### src/rtl/hb_fault_pkg.sv
package hb_fault_pkg;
  localparam int NCH = 2;   // channel 0 = high side, 1 = low side
  localparam int CH_HI = 0;
  localparam int CH_LO = 1;
  localparam int ST_W = 3;

  typedef enum logic [ST_W-1:0] {
    ST_NORM = 3'd0,
    ST_UVF  = 3'd1,
    ST_FRZ  = 3'd2,
    ST_EXT  = 3'd3,
    ST_UVL  = 3'd4,
    ST_FLT  = 3'd5,
    ST_SSD  = 3'd6
  } hb_state_e;
endpackage

### src/rtl/hb_ssd_track.sv
module hb_ssd_track (
  input  logic clk_i,
  input  logic rst_ni,
  input  logic out_on_i,
  input  logic desat_i,
  input  logic done_i,
  output logic ssd_next_o,
  output logic ssd_o
);
  logic ssd_q;

  // desat is only eligible while the channel drives its gate
  assign ssd_next_o = (ssd_q & ~done_i) | (desat_i & out_on_i);

  always_ff @(posedge clk_i or negedge rst_ni) begin
    if (!rst_ni) ssd_q <= 1'b0;
    else         ssd_q <= ssd_next_o;
  end

  assign ssd_o = ssd_q;

  p_enter_r2: assert property (@(posedge clk_i) disable iff (!rst_ni)
    (desat_i && out_on_i) |=> ssd_q);
  p_exit_r3: assert property (@(posedge clk_i) disable iff (!rst_ni)
    (ssd_q && done_i && !out_on_i) |=> !ssd_q);
endmodule

### src/rtl/hb_float_guard.sv
module hb_float_guard (
  input  logic clk_i,
  input  logic rst_ni,
  input  logic uv_float_i,
  input  logic hi_req_i,
  output logic block_next_o
);
  logic block_q, req_q;

  always_comb begin
    if (uv_float_i)              block_next_o = 1'b1;
    else if (hi_req_i && !req_q) block_next_o = 1'b0;
    else                         block_next_o = block_q;
  end

  always_ff @(posedge clk_i or negedge rst_ni) begin
    if (!rst_ni) begin
      block_q <= 1'b0;
      req_q   <= 1'b0;
    end else begin
      block_q <= block_next_o;
      req_q   <= hi_req_i;
    end
  end

  p_rearm_edge_r11: assert property (@(posedge clk_i) disable iff (!rst_ni)
    (block_q && !uv_float_i && !(hi_req_i && !req_q)) |=> block_q);
endmodule

### src/rtl/hb_arbiter.sv
module hb_arbiter
  import hb_fault_pkg::*;
(
  input  logic                clk_i,
  input  logic                rst_ni,
  input  logic [NCH-1:0]      req_i,
  input  logic [NCH-1:0]      ssd_next_i,
  input  logic [NCH-1:0]      ssd_q_i,
  input  logic                flt_clr_i,
  input  logic                uv_low_i,
  input  logic                uv_float_i,
  input  logic                block_next_i,
  input  logic                sync_sense_i,
  input  logic                fault_sense_i,
  output logic [NCH-1:0]      on_o,
  output logic                fault_drive_o,
  output logic [ST_W-1:0]     state_o
);
  logic [NCH-1:0] on_q, on_n;
  logic           latch_q, latch_n, fdrv_q, fdrv_n;
  logic           act_q, act_n, ssd_end, ext_sd;
  hb_state_e      st_q, st_n;

  assign act_q   = |ssd_q_i;
  assign act_n   = |ssd_next_i;
  assign ssd_end = act_q & ~act_n;
  // line low while not self-driven means another party commands shutdown
  assign ext_sd  = ~fault_sense_i & ~fdrv_q;

  always_comb begin
    if (ssd_end)                   latch_n = 1'b1;
    else if (flt_clr_i && !act_q)  latch_n = 1'b0;
    else                           latch_n = latch_q;
  end

  assign fdrv_n = latch_n | (uv_low_i & ~act_n);

  always_comb begin
    on_n = '0;
    st_n = ST_NORM;
    if (act_n) begin
      st_n = ST_SSD;
      for (int c = 0; c < NCH; c++) on_n[c] = ssd_next_i[c] ? 1'b0 : on_q[c];
    end else if (latch_n) begin
      st_n = ST_FLT;
    end else if (uv_low_i) begin
      st_n = ST_UVL;
    end else if (ext_sd) begin
      st_n = ST_EXT;
    end else if (!sync_sense_i) begin
      st_n = ST_FRZ;
      on_n = on_q;
    end else if (uv_float_i) begin
      st_n = ST_UVF;
      on_n[CH_LO] = req_i[CH_LO];
    end else begin
      on_n[CH_HI] = req_i[CH_HI] & ~req_i[CH_LO] & ~block_next_i;
      on_n[CH_LO] = req_i[CH_LO] & ~req_i[CH_HI];
    end
  end

  always_ff @(posedge clk_i or negedge rst_ni) begin
    if (!rst_ni) begin
      on_q    <= '0;
      latch_q <= 1'b0;
      fdrv_q  <= 1'b0;
      st_q    <= ST_NORM;
    end else begin
      on_q    <= on_n;
      latch_q <= latch_n;
      fdrv_q  <= fdrv_n;
      st_q    <= st_n;
    end
  end

  assign on_o          = on_q;
  assign fault_drive_o = fdrv_q;
  assign state_o       = st_q;

  p_excl_r1: assert property (@(posedge clk_i) disable iff (!rst_ni)
    !(on_q[CH_HI] && on_q[CH_LO]));
  p_latch_hold_r4: assert property (@(posedge clk_i) disable iff (!rst_ni)
    (latch_q && !flt_clr_i) |=> (latch_q && fdrv_q && on_q == '0));
  p_freeze_r5: assert property (@(posedge clk_i) disable iff (!rst_ni)
    (!sync_sense_i && !act_n && !latch_n && !uv_low_i && !ext_sd) |=> on_q == $past(on_q));
  p_uvl_r7: assert property (@(posedge clk_i) disable iff (!rst_ni)
    (uv_low_i && !act_n) |=> (fdrv_q && on_q == '0));
  p_ext_r8: assert property (@(posedge clk_i) disable iff (!rst_ni)
    (!fault_sense_i && !fdrv_q && !act_n) |=> on_q == '0);
  p_mask_r9: assert property (@(posedge clk_i) disable iff (!rst_ni)
    (act_n && !latch_q) |=> !fdrv_q);
  p_uvf_r10: assert property (@(posedge clk_i) disable iff (!rst_ni)
    (uv_float_i && sync_sense_i && !act_n) |=> !on_q[CH_HI]);
endmodule

### src/rtl/hb_fault_ctrl.sv
module hb_fault_ctrl
  import hb_fault_pkg::*;
(
  input  logic            clk_i,
  input  logic            rst_ni,
  input  logic            hi_req_i,
  input  logic            lo_req_i,
  input  logic            desat_hi_i,
  input  logic            desat_lo_i,
  input  logic            ssd_done_hi_i,
  input  logic            ssd_done_lo_i,
  input  logic            uv_low_i,
  input  logic            uv_float_i,
  input  logic            flt_clr_i,
  input  logic            sync_sense_i,
  input  logic            fault_sense_i,
  output logic            hi_on_o,
  output logic            lo_on_o,
  output logic            ssd_hi_o,
  output logic            ssd_lo_o,
  output logic            sync_drive_o,
  output logic            fault_drive_o,
  output logic [ST_W-1:0] state_o
);
  logic [NCH-1:0] req, desat, done, on, ssd_n, ssd_q;
  logic           block_n;

  assign req   = {lo_req_i, hi_req_i};
  assign desat = {desat_lo_i, desat_hi_i};
  assign done  = {ssd_done_lo_i, ssd_done_hi_i};

  for (genvar c = 0; c < NCH; c++) begin : g_ch
    hb_ssd_track u_trk (
      .clk_i      (clk_i),
      .rst_ni     (rst_ni),
      .out_on_i   (on[c]),
      .desat_i    (desat[c]),
      .done_i     (done[c]),
      .ssd_next_o (ssd_n[c]),
      .ssd_o      (ssd_q[c])
    );
  end

  hb_float_guard u_guard (
    .clk_i        (clk_i),
    .rst_ni       (rst_ni),
    .uv_float_i   (uv_float_i),
    .hi_req_i     (hi_req_i),
    .block_next_o (block_n)
  );

  hb_arbiter u_arb (
    .clk_i         (clk_i),
    .rst_ni        (rst_ni),
    .req_i         (req),
    .ssd_next_i    (ssd_n),
    .ssd_q_i       (ssd_q),
    .flt_clr_i     (flt_clr_i),
    .uv_low_i      (uv_low_i),
    .uv_float_i    (uv_float_i),
    .block_next_i  (block_n),
    .sync_sense_i  (sync_sense_i),
    .fault_sense_i (fault_sense_i),
    .on_o          (on),
    .fault_drive_o (fault_drive_o),
    .state_o       (state_o)
  );

  assign hi_on_o      = on[CH_HI];
  assign lo_on_o      = on[CH_LO];
  assign ssd_hi_o     = ssd_q[CH_HI];
  assign ssd_lo_o     = ssd_q[CH_LO];
  assign sync_drive_o = |ssd_q;

  p_ssd_gate_off_r2: assert property (@(posedge clk_i) disable iff (!rst_ni)
    (ssd_hi_o |-> !hi_on_o) and (ssd_lo_o |-> !lo_on_o));
  p_sync_release_r3: assert property (@(posedge clk_i) disable iff (!rst_ni)
    $fell(sync_drive_o) |-> fault_drive_o);
endmodule

### config.mk
export PLATFORM = sky130hd
export DESIGN_NAME = hb_fault_ctrl
export DESIGN_NICKNAME = d
export VERILOG_FILES = /design/src/rtl/hb_fault_pkg.sv /design/src/rtl/hb_ssd_track.sv /design/src/rtl/hb_float_guard.sv /design/src/rtl/hb_arbiter.sv /design/src/rtl/hb_fault_ctrl.sv
export SDC_FILE = /design/constraint.sdc
export NUM_CORES = 1
export LEC_CHECK = 0
export BUFFER_PORTS_ARGS = -buffer_cell sky130_fd_sc_hd__buf_2
export CAP_MARGIN = 20
export CORE_AREA = 2 2 39 41
export DETAILED_ROUTE_END_ITERATION = 10
export DIE_AREA = 0 0 41 43
export GPL_TIMING_DRIVEN = 0
export HOLD_SLACK_MARGIN = 0.1
export PLACE_DENSITY = 0.68
export SLEW_MARGIN = 10
export SYNTH_ARGS = -nofsm -noshare
export SYNTH_HDL_FRONTEND = slang
export SYNTH_SLANG_ARGS = --single-unit
### constraint.sdc
create_clock -name clk_i -period 1.02 [get_ports clk_i]
set_input_delay 0 -clock clk_i [delete_from_list [all_inputs] [get_ports clk_i]]
set_output_delay 0 -clock clk_i [all_outputs]
set_load 0.01 [all_outputs]
After elaboration in Yosys (flattened, before gate mapping)

Index checks and enable logic that the tools add are counted.

Equal/unequal tests: 2
Muxes and demuxes: 19
Bitwise gates (word level): 21
Reduce and logical (&&, ||, !) cells: 9

Operators with widths:

| cell                                          | count |
|---|---|
| 2-to-1 mux 3 bit                              | 5 |
| bitwise AND 1 bit                             | 10 |
| 2-to-1 mux 2 bit                              | 5 |
| 2-to-1 mux 1 bit                              | 9 |
| inverter 1 bit                                | 8 |
| nonzero test 5 bit                            | 1 |
| inequality test 2 bit (second input constant) | 2 |
| AND reduction 2 bit                           | 2 |
| OR reduction 2 bit                            | 2 |
| OR 1 bit                                      | 3 |
| logical AND 1 bit                             | 2 |
| logical NOT 1 bit                             | 2 |

Register bits: 11
Word-level logic and storage cells: 60

Depth between registers and ports, before layout

Gate-level depths: netlist of the first run.

Depth in word-level cells: 12
Gate-level depth with buffers: 4
Mapped depth without buffers: 4

Modules after synthesis

From an unflattened synthesis of the first run, not the netlist that was laid out.

Cells, all modules: 45
Area, all modules: 505.5 sq um

Modules (own cells, without submodules):

| module         | times used | cells an instance | area each (sq um) |
|---|---|---|---|
| hb_arbiter     | 1          | 32                | 352.8 |
| hb_ssd_track   | 2          | 4                 | 41.3 |
| hb_float_guard | 1          | 4                 | 63.8 |
| hb_fault_ctrl  | 1          | 1                 | 6.3 |

Least setup slack after synthesis of the first run

Ideal clock, no wire load.

Path type: reg2reg
From: register g_ch[1].u_trk.ssd_q
To: register u_arb.on_q[0], in the netlist u_arb.on_o[0]
Setup time: 0.068 ns
Arrival: 1.120 ns
Path slack: -0.168 ns
Cell stages (with the launch flop): 5
Path buffers: 0
Period minus slack after synthesis: 1.188 ns
Path through: dfrtp_1 -> nor3_4 -> nand2_2 -> o31ai_1 -> a32o_1

Word-level cells in the longest chain between the ends: 8
Elaborated cells on any way between the ends: 15

Ends and longest elaborated chain:

| item                                                              | RTL line           | source |
|---|---|---|
| start, declared                                                   | hb_ssd_track.sv:10 | `logic ssd_q;` |
| start signal, assigned                                            | hb_ssd_track.sv:17 | `else ssd_q <= ssd_next_o;` |
| bitwise AND 1 bit                                                 | hb_ssd_track.sv:13 | `assign ssd_next_o = (ssd_q & ~done_i) \| (desat_i & out_on_i);` |
| OR 1 bit                                                          | hb_ssd_track.sv:13 |  |
| OR reduction 2 bit                                                | hb_arbiter.sv:25   | `assign act_n = \|ssd_next_i;` |
| inverter 1 bit                                                    | hb_arbiter.sv:26   | `assign ssd_end = act_q & ~act_n;` |
| bitwise AND 1 bit                                                 | hb_arbiter.sv:26   |  |
| 2-to-1 mux 1 bit                                                  | hb_arbiter.sv:31   | `if (ssd_end) latch_n = 1'b1;` |
| nonzero test 5 bit (no line) or 2-to-1 mux 2 bit (tied branches)  | -                  |  |
| AND reduction 2 bit (no line) or 2-to-1 mux 2 bit (tied branches) | -                  |  |
| end signal, assigned                                              | hb_arbiter.sv:69   | `on_q <= on_n;` |
| end, declared                                                     | hb_arbiter.sv:19   | `logic [NCH-1:0] on_q, on_n;` |

Parallel ways exist; a longest one is shown, timed or not.
A chain may end at the register's enable or synchronous reset.

Worst setup path after layout of the first run

Same ends and word-level chain as after synthesis.

==> run summary, run 1 <==
Worst-Skew Late Latency: 0.27 ns
Clock-pin slew on the worst setup and hold paths: 0.07 ns
CTS tree: done
Critical Path RT: 1.23 ns
RePlAce Congestion: 0.773
1st-pass router iterations: 3
Warnings, synthesis: 0
Diode count: 0
Clock Path Buffers: 2
Share of cells above drive strength 1: 0.450
CP startpoint: g_ch[1].u_trk.ssd_o
Min-delay worst type: in -> reg
Post-synth top area cell: dfrtp_1
Core area: 1380 µm²
Area Overhead vs Synth: 52.0%
Post-Syn Area per Cell: 10.6 µm²
Detailed Route WL: 1.09 mm
Post-synth EDFFs: 0
H-tree depth: 1
Number of global-route vias before repair: 429
Peak VDD IR: 0.782 mV
Initial Util: 0.362
Hold Vio Cnt, Final: 0
HPWL after DPL: 807 µm
PnR worst setup slack: -0.181 ns
Final setup viols: 8
Total Routing Usage GR: 0.151
Placed Instances: 84
Power share of the combinational group: 0.228
Clock power frac: 0.286
Vias: 462
Cell row count: 14
Min Tclk post-route: 1.20 ns
Antenna Violating Nets Remaining: 0
Post-synthesis sequential area ratio: 0.550
Syn Nets: 60
Slew at the pin closest to its max-slew limit: 0.396 ns
Flip-flop and latch count after synthesis: 11
Worst R2R Start: g_ch[1].u_trk.ssd_o
Fmax: 832 MHz
Routed len/inst: 11.3 µm
First-pass GRT wire length: 1.70 mm
Net Sw Frac: 0.276
Buffers on Ports: 21
DP Worst Slack: -0.207 ns
Root Buffer: clkbuf_4
PD cells: 1370 nW/µm²
CTS Sinks: 11
Initial antenna violation count: 0
Ports: 22
Data arrival time of the worst path: 1.41 ns
Leak: 0.394 nW
Final nets: 94
Type of the worst setup path: reg -> reg
Synth top cells by count: dfrtp_1 (11), inv_1 (5), nand2_1 (4)
Switching pwr: 0.287 mW
Final std cells w/o fill: 96
Sequential share of power: 0.486
Total gr overflow: 0
Die ar.: 1760 µm²
DRT iter0 DRCs: 9
Setup crit start kind: flip-flop
Slew Viols, Final: 0
Chip height: 43 µm
Hold_sp: fault_sense_i
Die width: 41 µm
Failing checks: negative setup slack
Internal reg-to-reg setup slack: -0.18 ns
Top post-synthesis cells by area: dfrtp_1 (55%), a32o_1 (4.0%), inv_1 (3.8%)
Post-Syn Area: 500 µm²
Unique cell type count in the Yosys netlist: 22
Num CTS Buffers: 3
Fin crit share: 1.18
Most common cell in the netlist: dfrtp_1
Vias per cell: 4.81
Crit Path Max Fanout: 4
Slew margin rel.: 0.736
RSZ-0062 raised after global routing: yes
Max-cap violations: 0
Yosys top cell area share: 0.550
CP Capture Type: flip-flop
Predominant post-synthesis flop cell: dfrtp_1
Status: complete, but fails checks
Layout Skew: 0.000570 ns
Int Power: 0.752 mW
Post-synthesis async set-or-reset flop share: 1.00
Fill count: 130
DR DRC count: 0
Syn Inst Count: 47
Largest net degree at the start of global routing: 12
timing repair:
item / in CTS / in global routing
setup endpoints to repair: 8 / 8
resized for setup: 3 / 1
setup buffers: 0 / 1
hold endpoints to repair: 18 / 1
hold buffers: 7 / 1
area by class of cell:
| cell class | count | area [µm²] | area share |
|---|---|---|---|
| multi-input combinational | 30 | 231 | 0.304 |
| inverter | 6 | 22.5 | 0.0296 |
| timing repair buffer | 29 | 183 | 0.240 |
| tap | 16 | 20.0 | 0.0263 |
| sequential | 11 | 278 | 0.365 |
| clock buffer | 4 | 26.3 | 0.0345 |
layout by cell type, fill, tap and decap left out:
cell type	count
buf_2	21
nand2_1	4
o21ai_0	3
o21a_1	1
buf_4	1
dlygate4sd3_1	7
nand2_2	1
nand2b_1	3
and3_1	1
a21oi_1	1
o31ai_2	2
nor2_2	1
and2_4	1
inv_2	1
a31oi_1	1
clkbuf_4	3
a21o_1	1
o2111ai_4	1
dfrtp_1	9
o21bai_1	1
or2b_1	1
nor3_4	1
or2_4	1
a32o_1	2
clkbuf_1	1
a2111oi_1	1
nor2_1	2
inv_1	5
dfrtp_2	2
flip-flops by register name (all words and copies together), names as in the netlist:
register / count
u_arb.state_o: 3
u_guard.block_q: 1
u_arb.on_o: 2
u_arb.latch_q: 1
u_arb.fault_drive_o: 1
u_guard.req_q: 1
g_ch.u_trk.ssd_o: 2
stage by stage:
stage	TNS, ns	area [µm²]	total power [mW]	utilization	hold WS [ns]
final	-0.649	761	1.04	0.550	0.111
after global routing	-1.31	761	1.10	0.550	0.148
after CTS	-0.770	748	1.05	0.541	0.102
after detailed placement	-0.550	633	0.714	0.458	-0.113
after global placement	-0.456	633	0.710	0.458	-0.120
after floorplan	-0.265	508	0.622	-	-0.296
worst max-delay path, cell delays in order, from the launching register on:
cell and delay, ns:
dfrtp_2 0.44, nor3_4 0.19, nand2_2 0.11, o31ai_2 0.23, a32o_1 0.19
routing by layer:
layer	global-route usage	share of wire	up-vias	wire length (µm)
li1	-	-	230	-
met1	0.188	0.44	210	477
met2	0.203	0.46	18	499
met3	0.0314	0.068	4	74
met4	0.140	0.034	0	37
met5	0	0	-	0
power groups by stage:
stage / sequential (mW) / clock, mW / combinational (mW)
finish: 0.505 / 0.297 / 0.237
global route: 0.511 / 0.321 / 0.267
CTS: 0.505 / 0.312 / 0.232
detailed placement: 0.514 / 0 / 0.200
global placement: 0.513 / 0 / 0.197
floorplan: 0.532 / 0 / 0.0902
final timing paths:
path,endpoint,cells past startpoint
max,u_arb.on_o[0],4
min,u_arb.state_o[1],4
max reg2reg,u_arb.on_o[0],4
min reg2reg,u_guard.block_q,1
max in group asynchronous,g_ch[0].u_trk.ssd_o,2
min in group asynchronous,u_arb.state_o[2],2
cells by family (layout without fill, tap and decap cells):
group                  count (synthesis)  after routing  synth area share
AO/OA/AOI/OAI                         14             14             0.217
buffers and inverters                  6             39            0.0450
AND/OR/NAND/NOR                       16             16             0.188
flip-flops                            11             11             0.550
Power figures use the tool's default switching activity.
==> inputs of run 2 (changes only) <==
ABC_AREA = 1   (was default)
CORE_AREA = default   (was 2 2 39 41)
CORE_UTILIZATION = 41   (was default)
DIE_AREA = default   (was 0 0 41 43)
PLACE_DENSITY = 0.71   (was 0.68)
==> run summary, run 2 <==
Reg2Reg Depth: 7 (was 4)
CP startpoint: u_arb.latch_q (was g_ch[1].u_trk.ssd_o)
PnR worst setup slack: -0.185 ns (was -0.181 ns)
Core Util, Final: 0.665 (was 0.550)
Max FFs per register: 3 (unchanged)
DR top layer: met4 (unchanged)
Type of the worst setup path: reg -> reg (unchanged)
Diode count: 0 (unchanged)
Core area: 1320 µm² (was 1380 µm²)
Cell row count: 13 (was 14)
Predominant post-synthesis flop cell: dfrtp_1 (unchanged)
Number of global-route vias before repair: 532 (was 429)
Net Sw Frac: 0.359 (was 0.276)
Setup_tns: -0.843 ns (was -0.649 ns)
Post-synth EDFFs: 0 (unchanged)
Final setup viols: 7 (was 8)
Most common cell in the netlist: nand2_1 (was dfrtp_1)
DR WL met3: 43 µm (was 74 µm)
Fin crit share: 1.18 (about the same)
CTS Sinks: 11 (unchanged)
Layout Skew: 0.00887 ns (was 0.000570 ns)
Initial antenna violation count: 0 (unchanged)
Multi-input gate area: 288 µm² (was 231 µm²)
Detailed Route WL: 1.23 mm (was 1.09 mm)
Hold-critical path depth: 3 (was 4)
Fill count: 112 (was 130)
Vias: 583 (was 462)
Clock power frac: 0.227 (was 0.286)
Hold_buf cts: 7 (unchanged)
Hold_sp: desat_lo_i (was fault_sense_i)
Final nets: 125 (was 94)
Root Buffer: clkbuf_4 (unchanged)
Total Routing Usage GR: 0.198 (was 0.151)
Worst-Skew Late Latency: 0.27 ns (about the same)
Clock-pin slew on the worst setup and hold paths: 0.08 ns (was 0.07 ns)
Met2 WL: 613 µm (was 499 µm)
1st-pass router iterations: 4 (was 3)
Min Tclk post-route: 1.20 ns (about the same)
Met1 WL: 560 µm (was 477 µm)
DR DRC count: 0 (unchanged)
First-pass GRT wire length: 2.05 mm (was 1.70 mm)
Failing checks: negative setup slack (unchanged)
Worst R2R Start: u_arb.latch_q (was g_ch[1].u_trk.ssd_o)
Area Overhead vs Synth: 50.2% (was 52.0%)
Synth top cells by count: nand2_1 (21), inv_1 (13), dfrtp_1 (11) (was dfrtp_1 (11), inv_1 (5), nand2_1 (4))
Int Power: 0.877 mW (was 0.752 mW)
Unique cell type count in the Yosys netlist: 15 (was 22)
Syn Nets: 87 (was 60)
Syn Inst Count: 74 (was 47)
Routed len/inst: 9.74 µm (was 11.3 µm)
H-tree depth: 1 (unchanged)
Crit Path Max Fanout: 3 (was 4)
Vias per cell: 4.63 (was 4.81)
Most common cell after layout, fill and taps aside: buf_2 (unchanged)
Post-synthesis sequential area ratio: 0.472 (was 0.550)
Warnings, synthesis: 0 (unchanged)
Total gr overflow: 0 (unchanged)
Chip height: 39.7 µm (was 43 µm)
Min-delay worst type: in -> reg (unchanged)
HPWL after DPL: 862 µm (was 807 µm)
Post-synthesis async set-or-reset flop share: 1.00 (unchanged)
Critical Path RT: 1.18 ns (was 1.23 ns)
Antenna Violating Nets Remaining: 0 (unchanged)
Share of cells above drive strength 1: 0.423 (was 0.450)
Num CTS Buffers: 3 (unchanged)
Leak: 0.511 nW (was 0.394 nW)
Most frequent cells in the layout: buf_2 (21), nand2_1 (17), inv_1 (13) (was buf_2 (21), dfrtp_1 (9), dlygate4sd3_1 (7))
Slew at the pin closest to its max-slew limit: 0.288 ns (was 0.396 ns)
Die width: 39.7 µm (was 41 µm)
Clock Path Buffers: 2 (unchanged)
Status: complete, but fails checks (unchanged)
PD cells: 1560 nW/µm² (was 1370 nW/µm²)
RSZ-0062 raised after global routing: yes (unchanged)
RePlAce Congestion: 0.796 (was 0.773)
Register area: 275 µm² (was 278 µm²)
Ports: 22 (unchanged)
Flip-flop and latch count after synthesis: 11 (unchanged)
Data arrival time of the worst path: 1.36 ns (was 1.41 ns)
Slew margin rel.: 0.806 (was 0.736)
Hold Vio Cnt, Final: 0 (unchanged)
Max-cap violations: 0 (unchanged)
Final std cells w/o fill: 126 (was 96)
Switching pwr: 0.491 mW (was 0.287 mW)
Post-Syn Area per Cell: 7.88 µm² (was 10.6 µm²)
Initial Util: 0.443 (was 0.362)
DRT iter0 DRCs: 14 (was 9)
Sequential share of power: 0.406 (was 0.486)
Hold WS: 0.0220 ns (was 0.111 ns)
Fmax: 830 MHz (was 832 MHz)
Die ar.: 1580 µm² (was 1760 µm²)
CP Capture Type: flip-flop (unchanged)
CTS tree: done (unchanged)
Slew Viols, Final: 0 (unchanged)
Setup crit start kind: flip-flop (unchanged)
Top post-synthesis cells by area: dfrtp_1 (47%), nand2_1 (14%), inv_1 (8.4%) (was dfrtp_1 (55%), a32o_1 (4.0%), inv_1 (3.8%))
Power share of the combinational group: 0.367 (was 0.228)
Buffers on Ports: 21 (unchanged)
Post-synth top area cell: dfrtp_1 (unchanged)
Peak VDD IR: 0.738 mV (was 0.782 mV)
Largest net degree at the start of global routing: 12 (unchanged)
Post-Syn Area: 583 µm² (was 500 µm²)
Placed Instances: 110 (was 84)
Yosys top cell area share: 0.472 (was 0.550)
==> run 2: cell count changes in the layout (fill, tap and decap cells not counted), moves of 3 or more <==
cell      change
buf_4         +4
inv_1         +8
nand2_1      +13
nand2_2       +6
nand2_4       +3
nand2b_1      -3
nand4_1       +3
nor2_1        +3
==> run 2: repair_timing <==
action | 4_1_cts | 5_1_grt
pin swaps | 9 | 2
buffers inserted | 5 | 0
hold endpoints to repair | 20 | 1
endpoints found under the setup margin | 6 | 7
resized for setup | 5 | 1
==> run 2: worst max-delay path, cell delays in order (launching register included) <==
cell and delay [ns]:
dfrtp_1 0.41, inv_1 0.06, o21ai_1 0.25, o21ai_4 0.12, nand2_4 0.10, nand2_1 0.05, nand2_1 0.05, nand2_1 0.05
==> run 2: final timing paths <==
path | to | slack [ns]
min | g_ch[1].u_trk.ssd_o | 0.02
min in group asynchronous | u_arb.state_o[2] | 0.11
max | u_arb.on_o[1] | -0.18
min reg2reg | u_guard.block_q | 0.47
max reg2reg | u_arb.on_o[1] | -0.18
max in group asynchronous | u_arb.on_o[1] | 0.70
==> run 2: per-stage QoR <==
stage	total power, mW	setup slack, ns	area [µm²]
3_5_place_dp	0.965	-0.185	717
3_3_place_gp	0.957	-0.171	717
6_report	1.37	-0.185	876
5_1_grt	1.47	-0.278	876
2_1_floorplan	0.826	-0.136	593
4_1_cts	1.37	-0.191	873
==> run 2: metal layers <==
metal,track usage,vias to the layer above
met5,0,-
met4,0.0776,0
met3,0.0511,2
met2,0.336,13
met1,0.233,263
li1,-,305
==> run 2: power groups by stage <==
| stage | clock network (mW) | logic [mW] | registers, mW |
|---|---|---|---|
| finish | 0.311 | 0.502 | 0.556 |
| CTS | 0.316 | 0.494 | 0.556 |
| floorplan | 0 | 0.232 | 0.594 |
| detailed placement | 0 | 0.405 | 0.561 |
| global route | 0.330 | 0.568 | 0.568 |
| global placement | 0 | 0.399 | 0.558 |
==> run 2: cells by family (layout without fill, tap and decap cells) <==
family,Yosys count,count (layout),share of synthesized area
AO/OA/AOI/OAI,6,6,0.0579
buffers and inverters,14,51,0.0901
flip-flops,11,11,0.472
AND/OR/NAND/NOR,43,43,0.380
==> run 2: cell type report <==
cell class,instances,area share
timing repair buffer,33,0.243
tap,15,0.0214
clock buffer,3,0.0257
multi-input combinational,49,0.329
inverter,14,0.0614
clock inverter,1,0.00571
sequential,11,0.314
